File: config.mk
export PLATFORM = sky130hd
export DESIGN_NAME = line_poison_ctrl
export DESIGN_NICKNAME = d
export VERILOG_FILES = /design/src/rtl/lpc_pkg.sv /design/src/rtl/lpc_fill_collect.sv /design/src/rtl/lpc_line_array.sv /design/src/rtl/lpc_access.sv /design/src/rtl/line_poison_ctrl.sv
export SDC_FILE = /design/constraint.sdc
export NUM_CORES = 2
export LEC_CHECK = 0
export CAP_MARGIN = 20
export CORE_MARGIN = 3
export CORE_UTILIZATION = 35
export CTS_BUF_LIST = sky130_fd_sc_hd__clkbuf_4
export DETAILED_ROUTE_END_ITERATION = 8
export DONT_BUFFER_PORTS = 1
export SYNTH_ARGS = -nofsm -noshare
export SYNTH_HDL_FRONTEND = slang
export SYNTH_SLANG_ARGS = --single-unit
File: constraint.sdc
create_clock -name clk -period 2.97 [get_ports clk]
set_clock_uncertainty 0.05 [all_clocks]
set_input_delay 0.594 -clock clk [delete_from_list [all_inputs] [get_ports clk]]
set_output_delay 0.594 -clock clk [all_outputs]
set_load 0.1 [all_outputs]
File: src/rtl/lpc_pkg.sv
package lpc_pkg;

  typedef enum logic [1:0] {
    OP_LOAD  = 2'b00,
    OP_FETCH = 2'b01,
    OP_STORE = 2'b10,
    OP_RSVD  = 2'b11
  } core_op_e;

  // A beat taints its line if either error indication is present.
  function automatic logic beat_taints(input logic dbe, input logic herr);
    return dbe | herr;
  endfunction

  function automatic logic is_read_op(input core_op_e op);
    return (op == OP_LOAD) || (op == OP_FETCH);
  endfunction

endpackage

File: src/rtl/lpc_fill_collect.sv
module lpc_fill_collect #(
  parameter int LINES  = 8,
  parameter int BEATS  = 4,
  parameter int BEAT_W = 32,
  localparam int IW     = (LINES > 1) ? $clog2(LINES) : 1,
  localparam int CW     = (BEATS > 1) ? $clog2(BEATS) : 1,
  localparam int LINE_W = BEATS * BEAT_W
) (
  input  logic              clk,
  input  logic              rst_n,
  input  logic              fill_valid,
  input  logic [IW-1:0]     fill_idx,
  input  logic [BEAT_W-1:0] fill_data,
  input  logic              fill_dbe,
  input  logic              fill_herr,
  output logic              fill_start,
  output logic              fill_done,
  output logic [IW-1:0]     done_idx,
  output logic [LINE_W-1:0] done_data,
  output logic              done_poison
);
  import lpc_pkg::*;

  localparam logic [CW-1:0] LAST_BEAT = CW'(BEATS - 1);

  logic [CW-1:0]     beat_q;
  logic [LINE_W-1:0] buf_q;
  logic              taint_q;
  logic              beat_bad;

  assign beat_bad    = beat_taints(fill_dbe, fill_herr);
  assign fill_start  = fill_valid && (beat_q == '0);
  assign fill_done   = fill_valid && (beat_q == LAST_BEAT);
  assign done_idx    = fill_idx;
  // Decision only once every beat is in the buffer.
  assign done_poison = taint_q | beat_bad;

  always_comb begin
    done_data = buf_q;
    done_data[beat_q*BEAT_W +: BEAT_W] = fill_data;
  end

  always_ff @(posedge clk or negedge rst_n) begin
    if (!rst_n) begin
      beat_q  <= '0;
      buf_q   <= '0;
      taint_q <= 1'b0;
    end else if (fill_valid) begin
      buf_q[beat_q*BEAT_W +: BEAT_W] <= fill_data;
      if (fill_done) begin
        beat_q  <= '0;
        taint_q <= 1'b0;
      end else begin
        beat_q  <= beat_q + 1'b1;
        taint_q <= taint_q | beat_bad;
      end
    end
  end

endmodule

File: src/rtl/lpc_line_array.sv
module lpc_line_array #(
  parameter int LINES  = 8,
  parameter int BEATS  = 4,
  parameter int BEAT_W = 32,
  localparam int IW     = (LINES > 1) ? $clog2(LINES) : 1,
  localparam int CW     = (BEATS > 1) ? $clog2(BEATS) : 1,
  localparam int LINE_W = BEATS * BEAT_W
) (
  input  logic              clk,
  input  logic              rst_n,
  input  logic              fill_start,
  input  logic              fill_done,
  input  logic [IW-1:0]     fill_idx,
  input  logic [LINE_W-1:0] fill_data,
  input  logic              fill_poison,
  input  logic              st_en,
  input  logic              st_try,
  input  logic [IW-1:0]     st_idx,
  input  logic [CW-1:0]     st_beat,
  input  logic [BEAT_W-1:0] st_data,
  input  logic              inv_en,
  input  logic [IW-1:0]     inv_idx,
  input  logic [IW-1:0]     a_idx,
  output logic              a_valid,
  output logic              a_poison,
  output logic [LINE_W-1:0] a_data,
  input  logic [IW-1:0]     b_idx,
  output logic              b_valid,
  output logic              b_poison,
  output logic [LINE_W-1:0] b_data
);

  logic [LINES-1:0]  valid_all;
  logic [LINES-1:0]  pois_all;
  logic [LINE_W-1:0] data_all [LINES];

  for (genvar i = 0; i < LINES; i++) begin : g_line
    logic              v_q;
    logic              p_q;
    logic [LINE_W-1:0] d_q;
    logic              hit_fill, hit_start, hit_inv, hit_st, hit_try;

    assign hit_fill  = fill_done  && (fill_idx == IW'(i));
    assign hit_start = fill_start && (fill_idx == IW'(i));
    assign hit_inv   = inv_en     && (inv_idx  == IW'(i));
    assign hit_st    = st_en      && (st_idx   == IW'(i));
    assign hit_try   = st_try     && (st_idx   == IW'(i));

    always_ff @(posedge clk or negedge rst_n) begin
      if (!rst_n) begin
        v_q <= 1'b0;
        p_q <= 1'b0;
        d_q <= '0;
      end else if (hit_fill) begin
        v_q <= 1'b1;
        p_q <= fill_poison;
        d_q <= fill_data;
      end else if (hit_start || hit_inv) begin
        v_q <= 1'b0;
        p_q <= 1'b0;
      end else if (hit_st) begin
        d_q[st_beat*BEAT_W +: BEAT_W] <= st_data;
      end
    end

    assign valid_all[i] = v_q;
    assign pois_all[i]  = p_q;
    assign data_all[i]  = d_q;

    AST_FILL_SETS_POISON: assert property (@(posedge clk) disable iff (!rst_n)
      (hit_fill && fill_poison) |=> (v_q && p_q));
    AST_FILL_START_CLEARS: assert property (@(posedge clk) disable iff (!rst_n)
      (hit_start && !hit_fill) |=> (!v_q && !p_q));
    AST_STORE_DROPPED: assert property (@(posedge clk) disable iff (!rst_n)
      (hit_try && p_q && !hit_fill && !hit_start && !hit_inv) |=> ($stable(d_q) && p_q));
  end

  assign a_valid  = valid_all[a_idx];
  assign a_poison = pois_all[a_idx];
  assign a_data   = data_all[a_idx];
  assign b_valid  = valid_all[b_idx];
  assign b_poison = pois_all[b_idx];
  assign b_data   = data_all[b_idx];

endmodule

File: src/rtl/lpc_access.sv
module lpc_access #(
  parameter int LINES  = 8,
  parameter int BEATS  = 4,
  parameter int BEAT_W = 32,
  localparam int IW     = (LINES > 1) ? $clog2(LINES) : 1,
  localparam int CW     = (BEATS > 1) ? $clog2(BEATS) : 1,
  localparam int LINE_W = BEATS * BEAT_W
) (
  input  logic              clk,
  input  logic              rst_n,
  input  logic              fill_done,
  input  logic              req_valid,
  output logic              req_ready,
  input  logic [1:0]        req_op,
  input  logic [CW-1:0]     req_beat,
  input  logic              a_valid,
  input  logic              a_poison,
  input  logic [LINE_W-1:0] a_data,
  output logic              st_en,
  output logic              st_try,
  input  logic              wb_req_valid,
  input  logic [IW-1:0]     wb_req_idx,
  input  logic              wb_req_snoop,
  input  logic              b_valid,
  input  logic              b_poison,
  input  logic [LINE_W-1:0] b_data,
  output logic              inv_en,
  output logic              rsp_valid,
  output logic              rsp_hit,
  output logic [BEAT_W-1:0] rsp_data,
  output logic              mce_local,
  output logic              wbq_valid,
  output logic [IW-1:0]     wbq_idx,
  output logic [LINE_W-1:0] wbq_data,
  output logic              wbq_poison,
  output logic              cmci
);
  import lpc_pkg::*;

  function automatic logic [BEAT_W-1:0] pick_beat(input logic [LINE_W-1:0] line,
                                                  input logic [CW-1:0] b);
    return line[b*BEAT_W +: BEAT_W];
  endfunction

  core_op_e op;
  logic     accept, rd_acc, rd_bad, wb_fire;

  assign op        = core_op_e'(req_op);
  assign req_ready = !fill_done && !wb_req_valid;
  assign accept    = req_valid && req_ready;
  assign rd_acc    = accept && is_read_op(op);
  assign rd_bad    = rd_acc && a_valid && a_poison;
  assign st_try    = accept && (op == OP_STORE);
  assign st_en     = st_try && a_valid && !a_poison;
  assign wb_fire   = wb_req_valid && b_valid;
  assign inv_en    = wb_fire && !wb_req_snoop;

  always_ff @(posedge clk or negedge rst_n) begin
    if (!rst_n) begin
      rsp_valid  <= 1'b0;
      rsp_hit    <= 1'b0;
      rsp_data   <= '0;
      mce_local  <= 1'b0;
      wbq_valid  <= 1'b0;
      wbq_idx    <= '0;
      wbq_data   <= '0;
      wbq_poison <= 1'b0;
      cmci       <= 1'b0;
    end else begin
      rsp_valid  <= rd_acc && !rd_bad;
      rsp_hit    <= rd_acc && a_valid && !a_poison;
      rsp_data   <= (rd_acc && a_valid && !a_poison) ? pick_beat(a_data, req_beat) : '0;
      mce_local  <= rd_bad;
      wbq_valid  <= wb_fire;
      wbq_idx    <= wb_req_idx;
      wbq_data   <= wb_fire ? b_data : '0;
      wbq_poison <= wb_fire && b_poison;
      cmci       <= wb_fire && b_poison;
    end
  end

  AST_POISON_READ_MCE: assert property (@(posedge clk) disable iff (!rst_n)
    (req_valid && req_ready && is_read_op(op) && a_valid && a_poison) |=> (mce_local && !rsp_valid));
  AST_CLEAN_READ_RSP: assert property (@(posedge clk) disable iff (!rst_n)
    (req_valid && req_ready && is_read_op(op) && !(a_valid && a_poison)) |=> (rsp_valid && !mce_local));
  AST_WB_POISON_CMCI: assert property (@(posedge clk) disable iff (!rst_n)
    (wb_req_valid && b_valid && b_poison) |=> (wbq_valid && wbq_poison && cmci));
  AST_CMCI_NEEDS_ENTRY: assert property (@(posedge clk) disable iff (!rst_n)
    cmci |-> (wbq_valid && wbq_poison));
  AST_NO_BLIND_WB: assert property (@(posedge clk) disable iff (!rst_n)
    (wb_req_valid && !b_valid) |=> (!wbq_valid && !cmci));

endmodule

File: src/rtl/line_poison_ctrl.sv
module line_poison_ctrl #(
  parameter int LINES  = 8,
  parameter int BEATS  = 4,
  parameter int BEAT_W = 32,
  localparam int IW     = (LINES > 1) ? $clog2(LINES) : 1,
  localparam int CW     = (BEATS > 1) ? $clog2(BEATS) : 1,
  localparam int LINE_W = BEATS * BEAT_W
) (
  input  logic              clk,
  input  logic              rst_n,
  input  logic              fill_valid,
  input  logic [IW-1:0]     fill_idx,
  input  logic [BEAT_W-1:0] fill_data,
  input  logic              fill_dbe,
  input  logic              fill_herr,
  input  logic              req_valid,
  output logic              req_ready,
  input  logic [1:0]        req_op,
  input  logic [IW-1:0]     req_idx,
  input  logic [CW-1:0]     req_beat,
  input  logic [BEAT_W-1:0] req_wdata,
  output logic              rsp_valid,
  output logic              rsp_hit,
  output logic [BEAT_W-1:0] rsp_data,
  output logic              mce_local,
  input  logic              wb_req_valid,
  input  logic [IW-1:0]     wb_req_idx,
  input  logic              wb_req_snoop,
  output logic              wbq_valid,
  output logic [IW-1:0]     wbq_idx,
  output logic [LINE_W-1:0] wbq_data,
  output logic              wbq_poison,
  output logic              cmci
);

  logic              fill_start, fill_done, done_poison;
  logic [IW-1:0]     done_idx;
  logic [LINE_W-1:0] done_data;
  logic              st_en, st_try, inv_en;
  logic              a_valid, a_poison, b_valid, b_poison;
  logic [LINE_W-1:0] a_data, b_data;

  lpc_fill_collect #(.LINES(LINES), .BEATS(BEATS), .BEAT_W(BEAT_W)) u_fill (
    .clk(clk), .rst_n(rst_n),
    .fill_valid(fill_valid), .fill_idx(fill_idx), .fill_data(fill_data),
    .fill_dbe(fill_dbe), .fill_herr(fill_herr),
    .fill_start(fill_start), .fill_done(fill_done), .done_idx(done_idx),
    .done_data(done_data), .done_poison(done_poison)
  );

  lpc_line_array #(.LINES(LINES), .BEATS(BEATS), .BEAT_W(BEAT_W)) u_array (
    .clk(clk), .rst_n(rst_n),
    .fill_start(fill_start), .fill_done(fill_done), .fill_idx(done_idx),
    .fill_data(done_data), .fill_poison(done_poison),
    .st_en(st_en), .st_try(st_try), .st_idx(req_idx), .st_beat(req_beat), .st_data(req_wdata),
    .inv_en(inv_en), .inv_idx(wb_req_idx),
    .a_idx(req_idx), .a_valid(a_valid), .a_poison(a_poison), .a_data(a_data),
    .b_idx(wb_req_idx), .b_valid(b_valid), .b_poison(b_poison), .b_data(b_data)
  );

  lpc_access #(.LINES(LINES), .BEATS(BEATS), .BEAT_W(BEAT_W)) u_access (
    .clk(clk), .rst_n(rst_n), .fill_done(fill_done),
    .req_valid(req_valid), .req_ready(req_ready), .req_op(req_op), .req_beat(req_beat),
    .a_valid(a_valid), .a_poison(a_poison), .a_data(a_data),
    .st_en(st_en), .st_try(st_try),
    .wb_req_valid(wb_req_valid), .wb_req_idx(wb_req_idx), .wb_req_snoop(wb_req_snoop),
    .b_valid(b_valid), .b_poison(b_poison), .b_data(b_data), .inv_en(inv_en),
    .rsp_valid(rsp_valid), .rsp_hit(rsp_hit), .rsp_data(rsp_data), .mce_local(mce_local),
    .wbq_valid(wbq_valid), .wbq_idx(wbq_idx), .wbq_data(wbq_data),
    .wbq_poison(wbq_poison), .cmci(cmci)
  );

endmodule

Yosys cells after proc, flatten, opt, wreduce, memory -nomap -nowiden

Cells that the tools add are included.

$lt $le $gt $ge: 4
Reduce and logical (&&, ||, !) cells: 90
Muxes and demuxes: 75
Shift-type cells: 5
Bitwise operators: 4
Equal/unequal tests: 32
$add $sub $neg: 3

Operators by type and width:

| kind                                                       | count |
|---|---|
| 2-to-1 mux 128 bit                                         | 29 |
| bitwise mux 128 bit                                        | 9 |
| binary-select mux 128 bit (select 3 bit)                   | 2 |
| variable shift 32 x 34 -> 128 bit, first input constant    | 2 |
| variable part select 32 x 34 -> 128 bit                    | 2 |
| variable part select 128 x 8 -> 32 bit                     | 1 |
| negator 7 -> 34 bit                                        | 2 |
| logical AND 1 bit                                          | 47 |
| == test 3 bit, second input constant                       | 12 |
| 2-to-1 mux 32 bit                                          | 1 |
| nonzero test 2 bit                                         | 16 |
| 2-to-1 mux 1 bit                                           | 29 |
| == test 3 x 2 -> 1 bit, second input constant              | 6 |
| inequality test 2 x 1 -> 1 bit, second input constant      | 8 |
| AND reduction 2 bit                                        | 8 |
| binary-select mux 1 bit (select 3 bit)                     | 4 |
| == test 3 x 1 -> 1 bit, second input constant              | 3 |
| zero test 3 bit                                            | 3 |
| logical OR 1 bit                                           | 9 |
| >= comparator 4 bit, second input constant                 | 2 |
| less-than comparator 3 x 4 -> 1 bit, second input constant | 2 |
| inverter 3 -> 4 bit                                        | 2 |
| zero test 1 bit                                            | 5 |
| == test 2 bit, second input constant                       | 2 |
| 5 further kinds                                            | 7 |

Flip-flop bits (word level): 1339
Bits of input ports: 85
Logic and storage cells: 248

Longest topological paths before layout

Depth after elaboration: 12
Depth in mapped cells: 12
Depth with buffers taken out: 7

Cells and area by module

From an unflattened synthesis, not the netlist that was laid out.

Cells, all modules: 6916
Area total of the unflattened synthesis: 79369.9 um2

Modules (own cells, without submodules):

| module           | cells each | area an instance (um2) | seq. area each (um2) | instances |
|---|---|---|---|---|
| lpc_line_array   | 5786       | 65621.7                | 26025.0              | 1 |
| lpc_fill_collect | 715        | 7502.2                 | 3278.1               | 1 |
| lpc_access       | 415        | 6246.0                 | 4204.0               | 1 |

Worst setup path before layout

OpenSTA, ideal clock, no wires.

Kind: input port to flip-flop
From: input port req_beat[0]
To: register u_array.g_line[2].d_q[36]
Data arrival time: 3441 ps
Data required time: 2842 ps
Path slack: -599 ps
Stages: 12
Library setup time: 78 ps
Path through: buf_1 -> inv_2 -> buf_1 -> buf_2 -> ha_1 -> nand4bb_1 -> nor3_1 -> clkbuf_1 -> and3_1 -> clkbuf_1 -> a221oi_1 -> a21oi_1

Word-level cells in the longest chain between the ends: 6
Elaborated cells on any way between the ends: 7
Those cells by class: 1 x add/sub; 2 x shift; 4 x mux

Ends and longest elaborated chain:

| item                                                                                         | RTL line               | text |
|---|---|---|
| start, declared                                                                              | line_poison_ctrl.sv:20 | `input logic [CW-1:0] req_beat,` |
| negator 7 -> 34 bit *                                                                        | lpc_line_array.sv:62   | `d_q[st_beat*BEAT_W +: BEAT_W] <= st_data;` |
| variable part select 32 x 34 -> 128 bit or variable shift 32 x 34 -> 128 bit (tied branches) | lpc_line_array.sv:62   |  |
| bitwise mux 128 bit *                                                                        | lpc_line_array.sv:62   |  |
| 2-to-1 mux 128 bit *                                                                         | lpc_line_array.sv:61   | `end else if (hit_st) begin` |
| 2-to-1 mux 128 bit *                                                                         | lpc_line_array.sv:58   | `end else if (hit_start \|\| hit_inv) begin` |
| 2-to-1 mux 128 bit *                                                                         | lpc_line_array.sv:54   | `end else if (hit_fill) begin` |
| end signal, assigned                                                                         | lpc_line_array.sv:57   | `d_q <= fill_data;` |
| end signal, assigned by index                                                                | lpc_line_array.sv:62   |  |
| end, declared                                                                                | lpc_line_array.sv:40   | `logic [LINE_W-1:0] d_q;` |

Mark *: on every way between the ends. The rest lies on a longest branch, timed or not. The select of a mux whose other input is x is not followed.
A chain may end at the register's enable or synchronous reset.

Worst setup path after layout

From: register u_fill.beat_q[0]
To: output port req_ready

Word-level cells in the longest chain between the ends: 4

Ends and longest elaborated chain:

| item                   | RTL line               | text |
|---|---|---|
| start, declared        | lpc_fill_collect.sv:26 | `logic [CW-1:0] beat_q;` |
| start signal, assigned | lpc_fill_collect.sv:54 | `beat_q <= beat_q + 1'b1;` |
| == test 2 bit          | lpc_fill_collect.sv:33 | `assign fill_done = fill_valid && (beat_q == LAST_BEAT);` |
| logical AND 1 bit      | lpc_fill_collect.sv:33 |  |
| zero test 1 bit        | lpc_access.sv:49       | `assign req_ready = !fill_done && !wb_req_valid;` |
| logical AND 1 bit      | lpc_access.sv:49       |  |
| end, declared          | line_poison_ctrl.sv:17 | `output logic req_ready,` |

Every way passes these cells.

==> results.md <==
Synthesis:
- The sequential cell area fraction in the yosys report is 0.462.
- The number of distinct standard cells referenced by the synthesized netlist is 52.
- The most instantiated flip-flop cell in the synthesis netlist is dfrtp_1.
- The cell taking the most area after synthesis is dfrtp_1.
- Of the total synthesized cell area, the portion taken by full adders, half adders and majority gates is 0.00155.
- The gate count of the mapped netlist is 6570.
- When the netlist entered floorplanning its net count stood at 6664.
- Of the post-synthesis cell area, the part taken by muxes is 0.195.
- The number of register bits inferred by synthesis is 1339.
- The async set or reset register ratio after synthesis is 1.00.
- The simple-gate share of the synthesized area is 0.0854.
- The share of synthesized area in the top cell type comes to 0.462.
- The main combinational cell family by area after synthesis is compound AO/OA/AOI/OAI gates.
- The most common cell in the synthesized netlist is dfrtp_1.
- The number of flops mapped to enable cells by yosys is 0.
- The average cell area after synthesis is 11.0 um^2.
- Of the total synthesized cell area, the portion taken by XOR and XNOR cells is 0.
- The post-synthesis instance area is 72500 um^2.
- In the post-synthesis netlist, the biggest area contributors are dfrtp_1 (46%), mux4_2 (17%), a221oi_1 (9.3%), a21oi_1 (6.6%), clkbuf_1 (3.3%).
- Sorting the synthesized cells by how often they occur yields dfrtp_1 (1339), a21oi_1 (960), a221oi_1 (773).
- The Yosys step of the flow raised 0 warnings.
- The share of the synthesized area in compound gates (AO/OA/AOI/OAI) is 0.206.

GRT:
- After global routing the overflow that remains totals 0.
- The number of global-route vias before repair was 63200.
- The number of antenna violations at the first check in global routing is 49.
- Entering global routing, the biggest net connects 267 pins.
- The first global-routing pass estimated 450000 um of wire.
- In the global route stage, overall resource usage came out at 0.286.

Floorplanning:
- The top-level I/O count is 255.
- In this run the core area contains 166 standard-cell rows.
- The floorplan step defined a die boundary enclosing 213000 um^2.
- The total area inside the core boundary comes to 205000 um^2.
- The floorplan step set the die height to 461 um.
- The starting density of the core is 0.353.
- Measured along the x axis, the die boundary spans 461 um.

Power and ir drop:
- The worst supply voltage drop on vdd is 512 uV.
- The total leakage power is 34.9 nW.
- The cell area power density is 931 nW/um^2.

Clocking:
- The later pin in the worst-skew pair is clocked with a latency of 1480 ps.
- The clock passes through at most 4 buffers.
- The tree is rooted in a clkbuf_4.
- The H-tree level count is 5.
- In this run, CTS created clock tree buffers numbering 375.
- The clock transition at the registers of the reported paths is 60 ps.
- The number of clock sinks seen by CTS is 1339.
- The clock tree from TritonCTS is done.

Worst setup path:
- Among all stages on the critical path, the largest delay is contributed by dfrtp_1.
- The maximum fanout along the worst path is 3.
- The number of cells on the worst reg-to-reg path is 6.
- The worst setup path is launched from a flip-flop.
- The worst setup path is of the flip-flop to output pin kind.
- The reg-to-reg critical path endpoint is u_access.wbq_data[47].
- The internal reg-to-reg setup slack is -220 ps.
- Data on the critical path arrives at its endpoint at 2590 ps.
- Walking the worst path, the cells encountered are buf_6, ha_4, and2_4, nor2_4, buf_12.
- STA puts the critical path data required time at 2330 ps.
- The origin of the critical flop-to-flop path is u_array.g_line[7].v_q.
- The worst setup path is captured at an output pin.
- The largest incremental delay on the critical path is 380 ps.

Finish:
- The final net count is 6807.
- The cell area after layout is 84700 um^2.
- Once layout is complete, the utilization of the core stands at 0.413.
- The finished layout holds 9693 standard cells, fillers aside.
- The share of cells above drive strength 1 is 0.235.
- The layout overhead on the synthesized area is 16.8%.

Routing:
- For this run, design rule violations remaining after detail routing come to 0.
- The routed design has 324000 um of wire.
- For this block, wires on met1 add up to 117000 um.
- The post-detailed-route via-to-cell ratio is 6.85.
- For this block, the initial DRC count from the detailed router was 10600.
- In the final routed layout, each cell accounts on average for 33.4 um.
- The amount of wire on met3 after detailed routing is 50300 um.
- For this block, the via count after detailed routing is 66400.
- The total met2 wirelength after detailed routing is 137000 um.
- Signal routing reaches up to met5.
- The first detailed-routing pass took 7 iterations.
- The count of nets left with antenna violations once routing finished came out at 0.

STA:
- For the finished layout, the period the worst path requires is 3230 ps.
- The hold violation total from the final report is 307.
- The max-slew violation count is 0.
- At the pin with the least slew margin, the transition time is 1330 ps.
- The post-route fraction of the period consumed by the critical path is 1.09.
- After layout, the worst setup slack is -260 ps.
- Static timing analysis puts the maximum clock frequency at 310 MHz.
- Summed over all failing endpoints, the final setup total negative slack is -725 ps.
- The worst pin sits at a relative slew slack of 0.116.
- Setup violations remaining at the end of the flow were counted as 6.
- Hold timing on the final database bottoms out at a slack of -328 ps.
- Setup repair after global routing could not meet its margin everywhere.

Placed design:
- The global placement routability congestion is 0.887.
- The estimated wirelength of the detail-placed design is 176000 um.
- In this run the cell area measured after placement is 76100 um^2.
- The port buffer count is 0.
- The total placed cells including tap cells is 8695.

Worst hold path:
- The tightest min-delay check is of the input port to async pin type.

Status:
- The checks that failed: hold timing, setup timing.
- The flow ran to the end, but the final reports show violations.

Flow run:
- The max-capacitance violation count is 0.
-- cell usage in the layout (no fill, tap or decap), types with 129 or more instances in the layout --
cell	synthesis	layout
clkbuf_4	0	534
mux4_2	551	551
dfrtp_2	0	147
buf_4	41	179
nor2_1	462	458
a31oi_1	256	256
dlygate4sd3_1	0	285
dfrtp_1	1339	1191
a21oi_1	960	955
nor2b_1	132	129
a221oi_1	773	772
nand2_1	509	505
mux2i_1	167	167
-- logic make-up (layout without fill, tap and decap cells) --
| logic type | Yosys count | in the layout |
|---|---|---|
| AO/OA/AOI/OAI | 2241 | 2241 |
| AND/OR/NAND/NOR | 1373 | 1374 |
| flip-flops | 1339 | 1339 |
| buffers and inverters | 885 | 1277 |
| multiplexers | 723 | 723 |
| adder cells (fa/ha/maj) | 9 | 9 |
| other | 0 | 42 |
-- report_power, final --
group	internal, mW	total [mW]	switching [mW]	leakage (nW)
combinational	14.5	28.7	14.2	15.4
clock	8.37	16.9	8.49	2.67
sequential	25.7	33.3	7.65	16.8
-- sequential cells by signal, indices dropped and copies added (netlist names) --
signal / count
u_access.wbq_poison: 1
u_access.wbq_idx: 3
u_access.rsp_hit: 1
u_fill.beat_q: 2
u_fill.taint_q: 1
u_access.wbq_valid: 1
u_array.g_line.p_q: 8
u_array.g_line.d_q: 1024
u_access.wbq_data: 128
u_access.mce_local: 1
u_access.rsp_data: 32
u_access.rsp_valid: 1
u_fill.buf_q: 128
u_array.g_line.v_q: 8
-- area by class of cell --
class                      count  area [um^2]
clock buffer                 534         4010
multi-input combinational   4347        35700
fill                       19300       121000
timing repair buffer         610         7270
clock inverter                93          427
inverter                      40          153
antenna                       42          105
tap                         2688         3360
sequential                  1339        33700
-- metal layers --
layer / track usage / vias up
met2: 0.411 / 5763
li1: - / 26000
met1: 0.376 / 33400
met4: 0.146 / 32
met5: 0 / -
met3: 0.109 / 1188
-- worst max path at each step --
stage                                start                    endpoint  slack, ps  cells after the start
after floorplan                req_beat[0]  u_array.g_line[1].d_q[118]        -60                     12
final                     u_fill.beat_q[0]                   req_ready       -260                      5
after CTS                 u_fill.beat_q[0]                   req_ready       -420                      6
after detailed placement             rst_n           u_fill.buf_q[117]       -760                      3
after global placement               rst_n           u_fill.buf_q[117]       -710                      3
after global routing      u_fill.beat_q[0]                   req_ready       -290                      5
-- repair_timing --
item / 4_1_cts / 5_1_grt
pin swaps: 1 / 3
setup buffers: 4 / 7
setup endpoints to repair: 150 / 236
resized for setup: 156 / 23
hold buffers: 298 / 16
gates cloned: 0 / 5
hold endpoints to repair: 1775 / 215
-- metrics by stage --
step / worst slack (ps) / hold slack, ps / power [mW]
3_3_place_gp: -711 / 256 / 57.3
6_report: -260 / -328 / 78.9
4_1_cts: -416 / -737 / 77.6
3_5_place_dp: -762 / 255 / 58.5
2_1_floorplan: -61.2 / 248 / 50.1
5_1_grt: -292 / -237 / 82.6
-- critical path, delay by kind of cell, from the launching register on --
family | cells | cell delay (ps)
buffers and inverters | 2 | 310
DFF | 1 | 380
adders and majority gates | 1 | 150
and+or+nand+nor | 2 | 320
(Power assumes the default switching activity.)
